--- src/rtl/f2u_pkg.sv ---
package f2u_pkg;
  localparam int RAW_W    = 64;
  localparam int INT_W    = 64;
  localparam int NARROW_W = 32;
  localparam int SIG_W    = 53;
  localparam int EXP_W    = 13;
  localparam int FIX_W    = SIG_W + INT_W;
  localparam int SH_W     = 7;
  localparam int NFMT     = 3;

  localparam logic [1:0] FMT_SINGLE = 2'b00;
  localparam logic [1:0] FMT_DOUBLE = 2'b01;
  localparam logic [1:0] FMT_ILLEGAL = 2'b10;
  localparam logic [1:0] FMT_HALF   = 2'b11;

  typedef enum logic [2:0] {
    CL_ZERO, CL_TINY, CL_NORM, CL_INF, CL_NAN
  } fclass_e;

  typedef struct packed {
    logic                    sign;
    fclass_e                 cls;
    logic signed [EXP_W-1:0] exp;
    logic [SIG_W-1:0]        sig;
  } unpk_t;

  typedef struct packed {
    logic [INT_W:0] mag;
    logic           lost;
    logic           huge;
  } rnd_t;

  // index 0 half, 1 single, 2 double
  function automatic int fmt_ew(int idx);
    return (idx == 0) ? 5 : (idx == 1) ? 8 : 11;
  endfunction

  function automatic int fmt_mw(int idx);
    return (idx == 0) ? 10 : (idx == 1) ? 23 : 52;
  endfunction

  // Largest value of the chosen result width, one bit wider than the bus.
  function automatic logic [INT_W:0] width_limit(logic wide);
    logic [INT_W:0] lim;
    lim = '0;
    if (wide) lim[INT_W-1:0] = '1;
    else      lim[NARROW_W-1:0] = '1;
    return lim;
  endfunction

  // Magnitude of sig * 2^(e - (SIG_W-1)), rounded to nearest, ties away.
  // Fixed point with SIG_W fraction bits: the hidden bit lands at e+SIG_W.
  function automatic rnd_t round_ties_away(logic signed [EXP_W-1:0] e,
                                           logic [SIG_W-1:0] sig);
    rnd_t              r;
    logic [FIX_W-1:0]  fixed;
    logic [INT_W-1:0]  ipart;
    logic              half;
    logic              sticky;
    logic [SH_W-1:0]   sh;
    r = '0;
    if (e < -EXP_W'(1)) begin
      r.lost = |sig;
    end else if (e > EXP_W'(INT_W - 1)) begin
      r.huge = 1'b1;
    end else begin
      sh     = SH_W'(e + EXP_W'(1));
      fixed  = FIX_W'(sig) << sh;
      ipart  = fixed[FIX_W-1:SIG_W];
      half   = fixed[SIG_W-1];
      sticky = |fixed[SIG_W-2:0];
      r.mag  = {1'b0, ipart} + (INT_W+1)'(half);
      r.lost = half | sticky;
    end
    return r;
  endfunction
endpackage

--- src/rtl/f2u_field_split.sv ---
module f2u_field_split
  import f2u_pkg::*;
#(
  parameter int EW = 8,
  parameter int MW = 23
) (
  input  logic [EW+MW:0] fp,
  output unpk_t          fields
);
  localparam int TOPB = EW + MW;
  localparam int BIAS = (1 << (EW - 1)) - 1;

  logic [EW-1:0] e_f;
  logic [MW-1:0] m_f;

  assign e_f = fp[TOPB-1:MW];
  assign m_f = fp[MW-1:0];

  always_comb begin
    fields.sign = fp[TOPB];
    fields.exp  = EXP_W'(e_f) - EXP_W'(BIAS);
    fields.sig  = SIG_W'({1'b1, m_f}) << (SIG_W - 1 - MW);
    if (&e_f)        fields.cls = (|m_f) ? CL_NAN : CL_INF;
    else if (e_f == '0) fields.cls = (|m_f) ? CL_TINY : CL_ZERO;
    else             fields.cls = CL_NORM;
  end
endmodule

--- src/rtl/f2u_unpack.sv ---
module f2u_unpack
  import f2u_pkg::*;
(
  input  logic [RAW_W-1:0] raw,
  input  logic [1:0]       fmt_code,
  output unpk_t            opnd,
  output logic             fmt_bad
);
  unpk_t cand [NFMT];

  for (genvar g = 0; g < NFMT; g++) begin : g_fmt
    localparam int EWG = fmt_ew(g);
    localparam int MWG = fmt_mw(g);
    f2u_field_split #(.EW(EWG), .MW(MWG)) u_split (
      .fp     (raw[EWG+MWG:0]),
      .fields (cand[g])
    );
  end

  always_comb begin
    fmt_bad = 1'b0;
    case (fmt_code)
      FMT_HALF:   opnd = cand[0];
      FMT_SINGLE: opnd = cand[1];
      FMT_DOUBLE: opnd = cand[2];
      default: begin
        opnd    = cand[1];
        fmt_bad = 1'b1;
      end
    endcase
  end
endmodule

--- src/rtl/f2u_round.sv ---
module f2u_round
  import f2u_pkg::*;
(
  input  logic signed [EXP_W-1:0] exp_in,
  input  logic [SIG_W-1:0]        sig_in,
  output rnd_t                    rnd
);
  assign rnd = round_ties_away(exp_in, sig_in);
endmodule

--- src/rtl/f2u_resolve.sv ---
module f2u_resolve
  import f2u_pkg::*;
(
  input  unpk_t            opnd,
  input  rnd_t             rnd,
  input  logic             fmt_bad,
  input  logic             wide,
  output logic [INT_W-1:0] res,
  output logic             inv,
  output logic             inx,
  output logic             ev_nan,
  output logic             ev_neg,
  output logic             ev_sat
);
  logic [INT_W:0] lim;
  logic           over;

  assign lim    = width_limit(wide);
  assign over   = rnd.huge || (rnd.mag > lim);
  assign ev_nan = !fmt_bad && (opnd.cls == CL_NAN);
  assign ev_neg = !fmt_bad && opnd.sign && (opnd.cls != CL_NAN);

  always_comb begin
    res    = '0;
    inv    = 1'b0;
    inx    = 1'b0;
    ev_sat = 1'b0;
    if (fmt_bad) begin
      inv = 1'b1;
    end else begin
      case (opnd.cls)
        CL_NAN:  inv = 1'b1;
        CL_ZERO: ;
        CL_TINY: inx = 1'b1;
        CL_INF: begin
          inv = 1'b1;
          if (!opnd.sign) begin
            res    = lim[INT_W-1:0];
            ev_sat = 1'b1;
          end
        end
        default: begin
          if (opnd.sign) begin
            if (!rnd.huge && rnd.mag == '0) inx = rnd.lost;
            else                            inv = 1'b1;
          end else if (over) begin
            res    = lim[INT_W-1:0];
            inv    = 1'b1;
            ev_sat = 1'b1;
          end else begin
            res = rnd.mag[INT_W-1:0];
            inx = rnd.lost;
          end
        end
      endcase
    end
  end
endmodule

--- src/rtl/flt_to_uint_rna.sv ---
module flt_to_uint_rna
  import f2u_pkg::*;
(
  input  logic             clk,
  input  logic             rst_n,
  input  logic             in_valid,
  input  logic [RAW_W-1:0] in_bits,
  input  logic [1:0]       fmt_code,
  input  logic             wide_sel,
  output logic             out_valid,
  output logic [INT_W-1:0] out_result,
  output logic             out_invalid,
  output logic             out_inexact
);
  unpk_t            w_opnd;
  rnd_t             w_rnd;
  logic             w_fmt_bad;
  logic [INT_W-1:0] w_res;
  logic             w_inv;
  logic             w_inx;
  logic             w_ev_nan;
  logic             w_ev_neg;
  logic             w_ev_sat;

  f2u_unpack u_unpack (
    .raw      (in_bits),
    .fmt_code (fmt_code),
    .opnd     (w_opnd),
    .fmt_bad  (w_fmt_bad)
  );

  f2u_round u_round (
    .exp_in (w_opnd.exp),
    .sig_in (w_opnd.sig),
    .rnd    (w_rnd)
  );

  f2u_resolve u_resolve (
    .opnd    (w_opnd),
    .rnd     (w_rnd),
    .fmt_bad (w_fmt_bad),
    .wide    (wide_sel),
    .res     (w_res),
    .inv     (w_inv),
    .inx     (w_inx),
    .ev_nan  (w_ev_nan),
    .ev_neg  (w_ev_neg),
    .ev_sat  (w_ev_sat)
  );

  always_ff @(posedge clk or negedge rst_n) begin
    if (!rst_n) begin
      out_valid   <= 1'b0;
      out_result  <= '0;
      out_invalid <= 1'b0;
      out_inexact <= 1'b0;
    end else begin
      out_valid <= in_valid;
      if (in_valid) begin
        out_result  <= w_res;
        out_invalid <= w_inv;
        out_inexact <= w_inx;
      end
    end
  end
endmodule

--- config.mk ---
export PLATFORM = sky130hd
export DESIGN_NAME = flt_to_uint_rna
export DESIGN_NICKNAME = d
export VERILOG_FILES = /design/src/rtl/f2u_pkg.sv /design/src/rtl/f2u_field_split.sv /design/src/rtl/f2u_unpack.sv /design/src/rtl/f2u_round.sv /design/src/rtl/f2u_resolve.sv /design/src/rtl/flt_to_uint_rna.sv
export SDC_FILE = /design/constraint.sdc
export NUM_CORES = 1
export LEC_CHECK = 0
export BUFFER_PORTS_ARGS = -buffer_cell sky130_fd_sc_hd__buf_2
export CORE_MARGIN = 3
export CORE_UTILIZATION = 30
export CTS_CLUSTER_DIAMETER = 100
export DETAILED_ROUTE_END_ITERATION = 6
export GPL_ROUTABILITY_DRIVEN = 0
export HOLD_SLACK_MARGIN = 0.03
export PLACE_DENSITY_LB_ADDON = 0.15
export SYNTH_ARGS = -nofsm -noshare
export SYNTH_HDL_FRONTEND = slang
export SYNTH_SLANG_ARGS = --single-unit
--- constraint.sdc ---
create_clock -name clk -period 1 [get_ports clk]
set_clock_uncertainty 0.15 [all_clocks]
set_input_delay 0 -clock clk [delete_from_list [all_inputs] [get_ports clk]]
set_output_delay 0 -clock clk [all_outputs]
set_load 0.1 [all_outputs]
**Yosys cells after proc, flatten, opt, wreduce, memory -nomap -nowiden**

Cells that the tools add are included.

- Add/subtract/negate cells: 5
- Reduce and logical (&&, ||, !) cells: 22
- Shifts and indexed selects: 1
- Bitwise logic cells: 1
- Muxes and demuxes: 34
- Magnitude comparators: 3
- Eq/ne operators: 5

Operator list:

| cell | count |
|---|---|
| $mux 64 | 4 |
| $pmux 70 s2 | 1 |
| $pmux 64 s2 | 1 |
| $shl 53x7->117 | 1 |
| $reduce_or 52->1 | 2 |
| $mux 66 | 1 |
| $add 64x1->65 | 1 |
| $gt 65x64->1 | 1 |
| $logic_not 65->1 | 1 |
| $mux 65 | 1 |
| $reduce_or 53->1 | 1 |
| $mux 32 | 1 |
| $reduce_or 23->1 | 1 |
| $mux 3 | 6 |
| $mux 1 | 14 |
| $gt 13x7->1 const B | 1 |
| $lt 13x1->1 const B | 1 |
| $sub 11x10->12 const B | 1 |
| $logic_not 11->1 | 1 |
| $reduce_and 11->1 | 1 |
| $reduce_or 10->1 | 1 |
| $reduce_or 3->1 | 3 |
| $sub 8x7->9 const B | 1 |
| $logic_not 8->1 | 1 |
| other kinds (19) | 23 |

- Flip-flop bits (word level): 67
- Input port bits: 70
- Output and inout bits: 67

**Depth between registers and ports, before layout**

- Word-level depth: 17
- Mapped depth: 50

**By module**

From an unflattened synthesis, not the netlist that was laid out.

- Cell total of the unflattened synthesis: 2068
- Area total of the unflattened synthesis: 16677.2 µm²

By module, submodules not included:

| module | cells an instance | times used | area an instance (µm²) |
|---|---|---|---|
| f2u_round | 1148 | 1 | 8630.8 |
| flt_to_uint_rna | 140 | 1 | 2636.3 |
| f2u_resolve | 257 | 1 | 1816.7 |
| f2u_unpack | 235 | 1 | 1517.7 |
| f2u_field_split (u_unpack.g_fmt[2].u_split) | 108 | 1 | 773.2 |
| f2u_field_split (u_unpack.g_fmt[1].u_split) | 97 | 1 | 676.9 |
| f2u_field_split (u_unpack.g_fmt[0].u_split) | 83 | 1 | 625.6 |

**Worst setup path after synthesis**

Ideal clock, no wire load.

- Path kind: input -> register
- From: input in_bits[23]
- To: register out_result[53]
- Required time: 0.668 ns
- Arrival time: 8.022 ns
- Stages: 40
- Library setup time: 0.182 ns
- Path slack: -7.355 ns
- Cells stage by stage: buf_2 buf_2 inv_1 ha_1 nor2_1 a21oi_1 ha_1 buf_2 buf_2 buf_2 buf_2 nand3_1 mux2i_1 nand4_1 o21ai_0 nor2_1 a211oi_1 ha_1 [... 4 more ...] a21o_1 nor3_1 nand4_1 or3_1 nand3_1 inv_1 ha_1 nand3_1 nor4b_1 nand2_1 or4_1 or4_1 nor4_1 nand4_1 a21o_1 a221oi_4 buf_6 o221ai_2

- Word-level cells in the longest chain between the ends: 13
- Elaborated cells on any way between the ends: 31
- Those cells by class: 3 x add/sub; 3 x order compare; 3 x eq/ne; 1 x shift; 15 x mux; 6 x reduce/logical

Ends and longest elaborated chain:

| element | RTL line | text |
|---|---|---|
| from (decl) | flt_to_uint_rna.sv:7 | `input logic [RAW_W-1:0] in_bits,` |
| $sub 8x7->9 | f2u_field_split.sv:21 | `fields.exp = EXP_W'(e_f) - EXP_W'(BIAS);` |
| $pmux 70 s2 (*) | f2u_unpack.sv:22 | `case (fmt_code)` |
| $add 7x2->7 | f2u_pkg.sv:67 | `sh = SH_W'(e + EXP_W'(1));` |
| $shl 53x7->117 | f2u_pkg.sv:68 | `fixed = FIX_W'(sig) << sh;` |
| $add 64x1->65 | f2u_pkg.sv:72 | `r.mag = {1'b0, ipart} + (INT_W+1)'(half);` |
| $mux 66 | f2u_pkg.sv:64 | `end else if (e > EXP_W'(INT_W - 1)) begin` |
| $mux 65 | f2u_pkg.sv:62 | `if (e < -EXP_W'(1)) begin` |
| $gt 65x64->1 | f2u_resolve.sv:19 | `assign over = rnd.huge \|\| (rnd.mag > lim);` |
| $logic_or 1x1->1 | f2u_resolve.sv:19 |  |
| $mux 64 | f2u_resolve.sv:46 | `end else if (over) begin` |
| $mux 64 | f2u_resolve.sv:43 | `if (opnd.sign) begin` |
| $pmux 64 s2 (*) | f2u_resolve.sv:31 | `case (opnd.cls)` |
| $mux 64 (*) | f2u_resolve.sv:28 | `if (fmt_bad) begin` |
| to (signal assigned) | flt_to_uint_rna.sv:60 | `out_result <= w_res;` |
| to (decl) | flt_to_uint_rna.sv:11 | `output logic [INT_W-1:0] out_result,` |

Mark *: on every way between the ends. The rest lies on a longest branch, timed or not.
A chain may end at the register's enable or synchronous reset.

**Worst setup path after layout**

- From: input in_bits[10]
- To: register out_result[39]

- Word-level cells in the longest chain between the ends: 13
- Elaborated cells on any way between the ends: 36
- Those cells by class: 3 x add/sub; 3 x order compare; 3 x eq/ne; 1 x shift; 19 x mux; 7 x reduce/logical

Ends and longest elaborated chain:

| element | RTL line |
|---|---|
| $sub 5x4->6 | f2u_field_split.sv:21 |
| $pmux 70 s2 (*) | f2u_unpack.sv:22 |
| $add 7x2->7 | f2u_pkg.sv:67 |
| $shl 53x7->117 | f2u_pkg.sv:68 |
| $add 64x1->65 | f2u_pkg.sv:72 |
| $mux 66 | f2u_pkg.sv:64 |
| $mux 65 | f2u_pkg.sv:62 |
| $gt 65x64->1 | f2u_resolve.sv:19 |
| $logic_or 1x1->1 | f2u_resolve.sv:19 |
| $mux 64 | f2u_resolve.sv:46 |
| $mux 64 | f2u_resolve.sv:43 |
| $pmux 64 s2 (*) | f2u_resolve.sv:31 |
| $mux 64 (*) | f2u_resolve.sv:28 |

Marks and branches as above.

==> results.py <==
metrics = {
    "place": {
        "port_buffers": 136,
        "dp.final_hpwl_um": 62500,
        "placed_area_um2": 22300,
    },
    "route": {
        "dr.pass1.iters": 7,
        "dr_wl_met3_um": 8140,
        "vias": 19600,
        "viasPerCell": 5.92,
        "wl_met2_um": 33300,
        "finalWirelength_um": 77000,
        "wl_met1_um": 32000,
        "wl_per_cell_um": 23.3,
        "post-route-drc-count": 0,
        "top_layer_used": "met5",
        "drt_iter0_drc": 2294,
        "ant_nets": 0,
    },
    "finish": {
        "antenna_cells": 0,
        "fillerInstances": 4547,
        "final_core_util_pct": 51.0,
        "regArea_um2": 1750,
        "final_area_um2": 24000,
        "nNetsFinal": 2804,
        "final_cell_mix": "817 x buf_4, 195 x nand2_1, 122 x nor2_1",
        "drive_above_1_share_pct": 51.0,
        "multi_input_area_um2": 12200,
        "final_common_cell": "buf_4",
        "area_growth_pct": 65.7,
    },
    "logic_synthesis": {
        "synth_cell_types": 134,
        "synthesis.nets": 1936,
        "yosysSeqAreaShare_pct": 11.6,
        "synth-main-ff-cell": "dfrtp_1",
        "synth_area_um2": 14500,
        "synth_seq_cells": 67,
        "synth_edf_count": 0,
        "syn_inst": 1824,
        "ys_warn_count": 0,
        "syn_area_per_cell_um2": 7.95,
        "async_reset_ff_share_pct": 100,
    },
    "global_routing": {
        "grt_start_max_net_pins": 68,
        "grt_antenna_before_repair": 1,
        "grt_pass1_wl_um": 115000,
        "grt_remaining_overflow": 0,
        "grt_pass1_vias": 18900,
        "grt_use_total_pct": 29.1,
    },
    "sta": {
        "max_freq_mhz": 135,
        "setup_ws_ns": -6.40,
        "worst_slew_pin_slew_ns": 1.05,
        "whs_ns": 0.0544,
        "hold_violations": 0,
        "maxSlewHeadroom_pct": 29.5,
        "slew_viol_final": 0,
        "finalSetupViolCount": 133,
        "rsz0062_at_grt": "yes",
        "fin_crit_sh_pct": 740,
        "min_period_ns": 7.40,
    },
    "floorplanning": {
        "rows": 79,
        "dieWidth_um": 226,
        "initial_core_util_pct": 30.7,
        "coreArea_um2": 47100,
        "ios": 137,
        "fp.dieH_um": 226,
        "die-area_um2": 51000,
    },
    "power": {
        "intPower_mw": 14.7,
        "comb_power_share_pct": 78.1,
        "ir_drop_v": 0.000823,
        "p_leak_nw": 10.6,
        "power_frac_clock_pct": 10.5,
        "power_switching_mw": 13.8,
        "p_sw_share_pct": 48.5,
        "seqPwrFrac_pct": 11.4,
        "powerDensity_nw_per_um2": 1190,
    },
    "critical_path": {
        "path_class": "primary input to flop",
        "cp_slowest_cell": "a2111oi_4",
        "path_max_fanout": 10,
        "timing.rr.start": "out_result[29]$_DFFE_PN0P_",
        "cp-start-kind": "primary input",
        "cp.arrival_ns": 7.46,
        "critical_path_required_ns": 1.06,
        "max_stage_delay_ns": 0.55,
        "startpoint": "in_bits[10]",
        "end_kind": "flop",
    },
    "clock_tree": {
        "clk_latency_ns": 0.35,
        "clkSinkCount": 67,
        "clock_path_buffers": 2,
        "clk_pin_slew_ns": 0.06,
        "numCtsBuffers": 9,
        "h-tree-depth": 3,
        "clock-root-buffer": "clkbuf_16",
        "cts_tree": "yes",
    },
    "job": {
        "drv_cap": 0,
    },
    "run_status": {
        "status": "finished with violations",
        "violations": "setup timing",
    },
    "worst_hold_path": {
        "hold_class": "primary input to asynchronous set/reset pin",
    },
}
cell usage after synthesis, drive strengths merged (28+ instances only):
master / n / area, um2
ha: 42 / 526
mux2i: 113 / 1150
clkbuf: 38 / 148
nor4: 47 / 319
nor2: 129 / 502
buf: 106 / 881
o221ai: 49 / 634
nor3: 68 / 365
inv: 66 / 250
nand2: 208 / 793
o21ai: 87 / 454
mux4: 48 / 1100
nand4: 56 / 350
a22oi: 28 / 215
dfrtp: 67 / 1680
a21oi: 110 / 566
nand3: 74 / 390
o22ai: 30 / 200
xnor2: 37 / 373
kinds of logic after synthesis:
kind of cell               Yosys count  share of synthesized area (%)
AOI/OAI and AO/OA                  529                           28.3
muxes                              185                           17.4
adders and majority gates           42                           3.63
DFF                                 67                           11.6
and+or+nand+nor                    733                           26.1
buffers and inverters              215                           9.08
xor gates and xnor gates            53                           3.90
worst max-delay path: cells and delay by family:
family / cells / cell delay (ns)
muxes: 3 / 0.48
adders and majority gates: 3 / 0.62
xor gates and xnor gates: 2 / 0.57
buffers and inverters: 10 / 1.28
and+or+nand+nor: 9 / 1.26
AOI/OAI and AO/OA: 17 / 3.21
final timing paths:
kind                                              endpoint  slack [ns]  depth (start not counted)
worst max-delay path            out_result[39]$_DFFE_PN0P_       -6.40                         44
worst min-delay path            out_result[56]$_DFFE_PN0P_        0.05                          3
worst max register to register  out_result[29]$_DFFE_PN0P_       -0.11                          3
worst min register to register  out_result[49]$_DFFE_PN0P_        0.39                          2
max in group asynchronous        out_result[9]$_DFFE_PN0P_        0.31                          3
min in group clk                       out_valid$_DFF_PN0_        0.33                          3
registers in the layout, summed over array words and instances (netlist names):
register and count:
out_result 64, out_valid 1, out_invalid 1, out_inexact 1
power groups by stage:
stage | combinational [mW] | clock, mW | sequential, mW
finish | 22.3 | 2.99 | 3.24
global route | 23.1 | 3.17 | 3.27
global placement | 20.5 | 0 | 3.29
floorplan | 8.75 | 0 | 4.80
CTS | 21.1 | 3.06 | 3.25
detailed placement | 20.5 | 0 | 3.29
area by class of cell:
cell class,count,area share [%]
flip-flops and latches,67,7.28
multi-input cells,1542,50.9
inverters,68,1.14
clock inverters,4,0.109
well taps,607,3.16
repair buffers,1004,36.4
clock buffers,12,1.03
through the flow:
| stage | cells | worst slack, ns | total power, mW | TNS [ns] |
|---|---|---|---|---|
| 5_1_grt | 3304 | -6.69 | 29.5 | -446.04 |
| 3_3_place_gp | 3216 | -6.93 | 23.7 | -452.08 |
| 2_1_floorplan | 1824 | -6.55 | 13.5 | -426.06 |
| 6_report | 3304 | -6.40 | 28.5 | -426.17 |
| 3_5_place_dp | 3216 | -7.05 | 23.8 | -458.30 |
| 4_1_cts | 3277 | -6.23 | 27.4 | -414.25 |
repair_timing:
item / in CTS / in global routing
buffers inserted: 41 / 25
hold buffers: 2 / 0
hold endpoints to repair: 77 / 0
pin swaps: 14 / 20
endpoints found under the setup margin: 133 / 134
resized for setup: 64 / 93
gates cloned: 5 / 3
layer usage:
layer	track usage (%)	up-vias
li1	-	8843
met1	39.7	9404
met2	44.3	1117
met3	7.06	206
met4	11.5	2
met5	0	-
No activity file was read; power rests on OpenSTA's default activity.
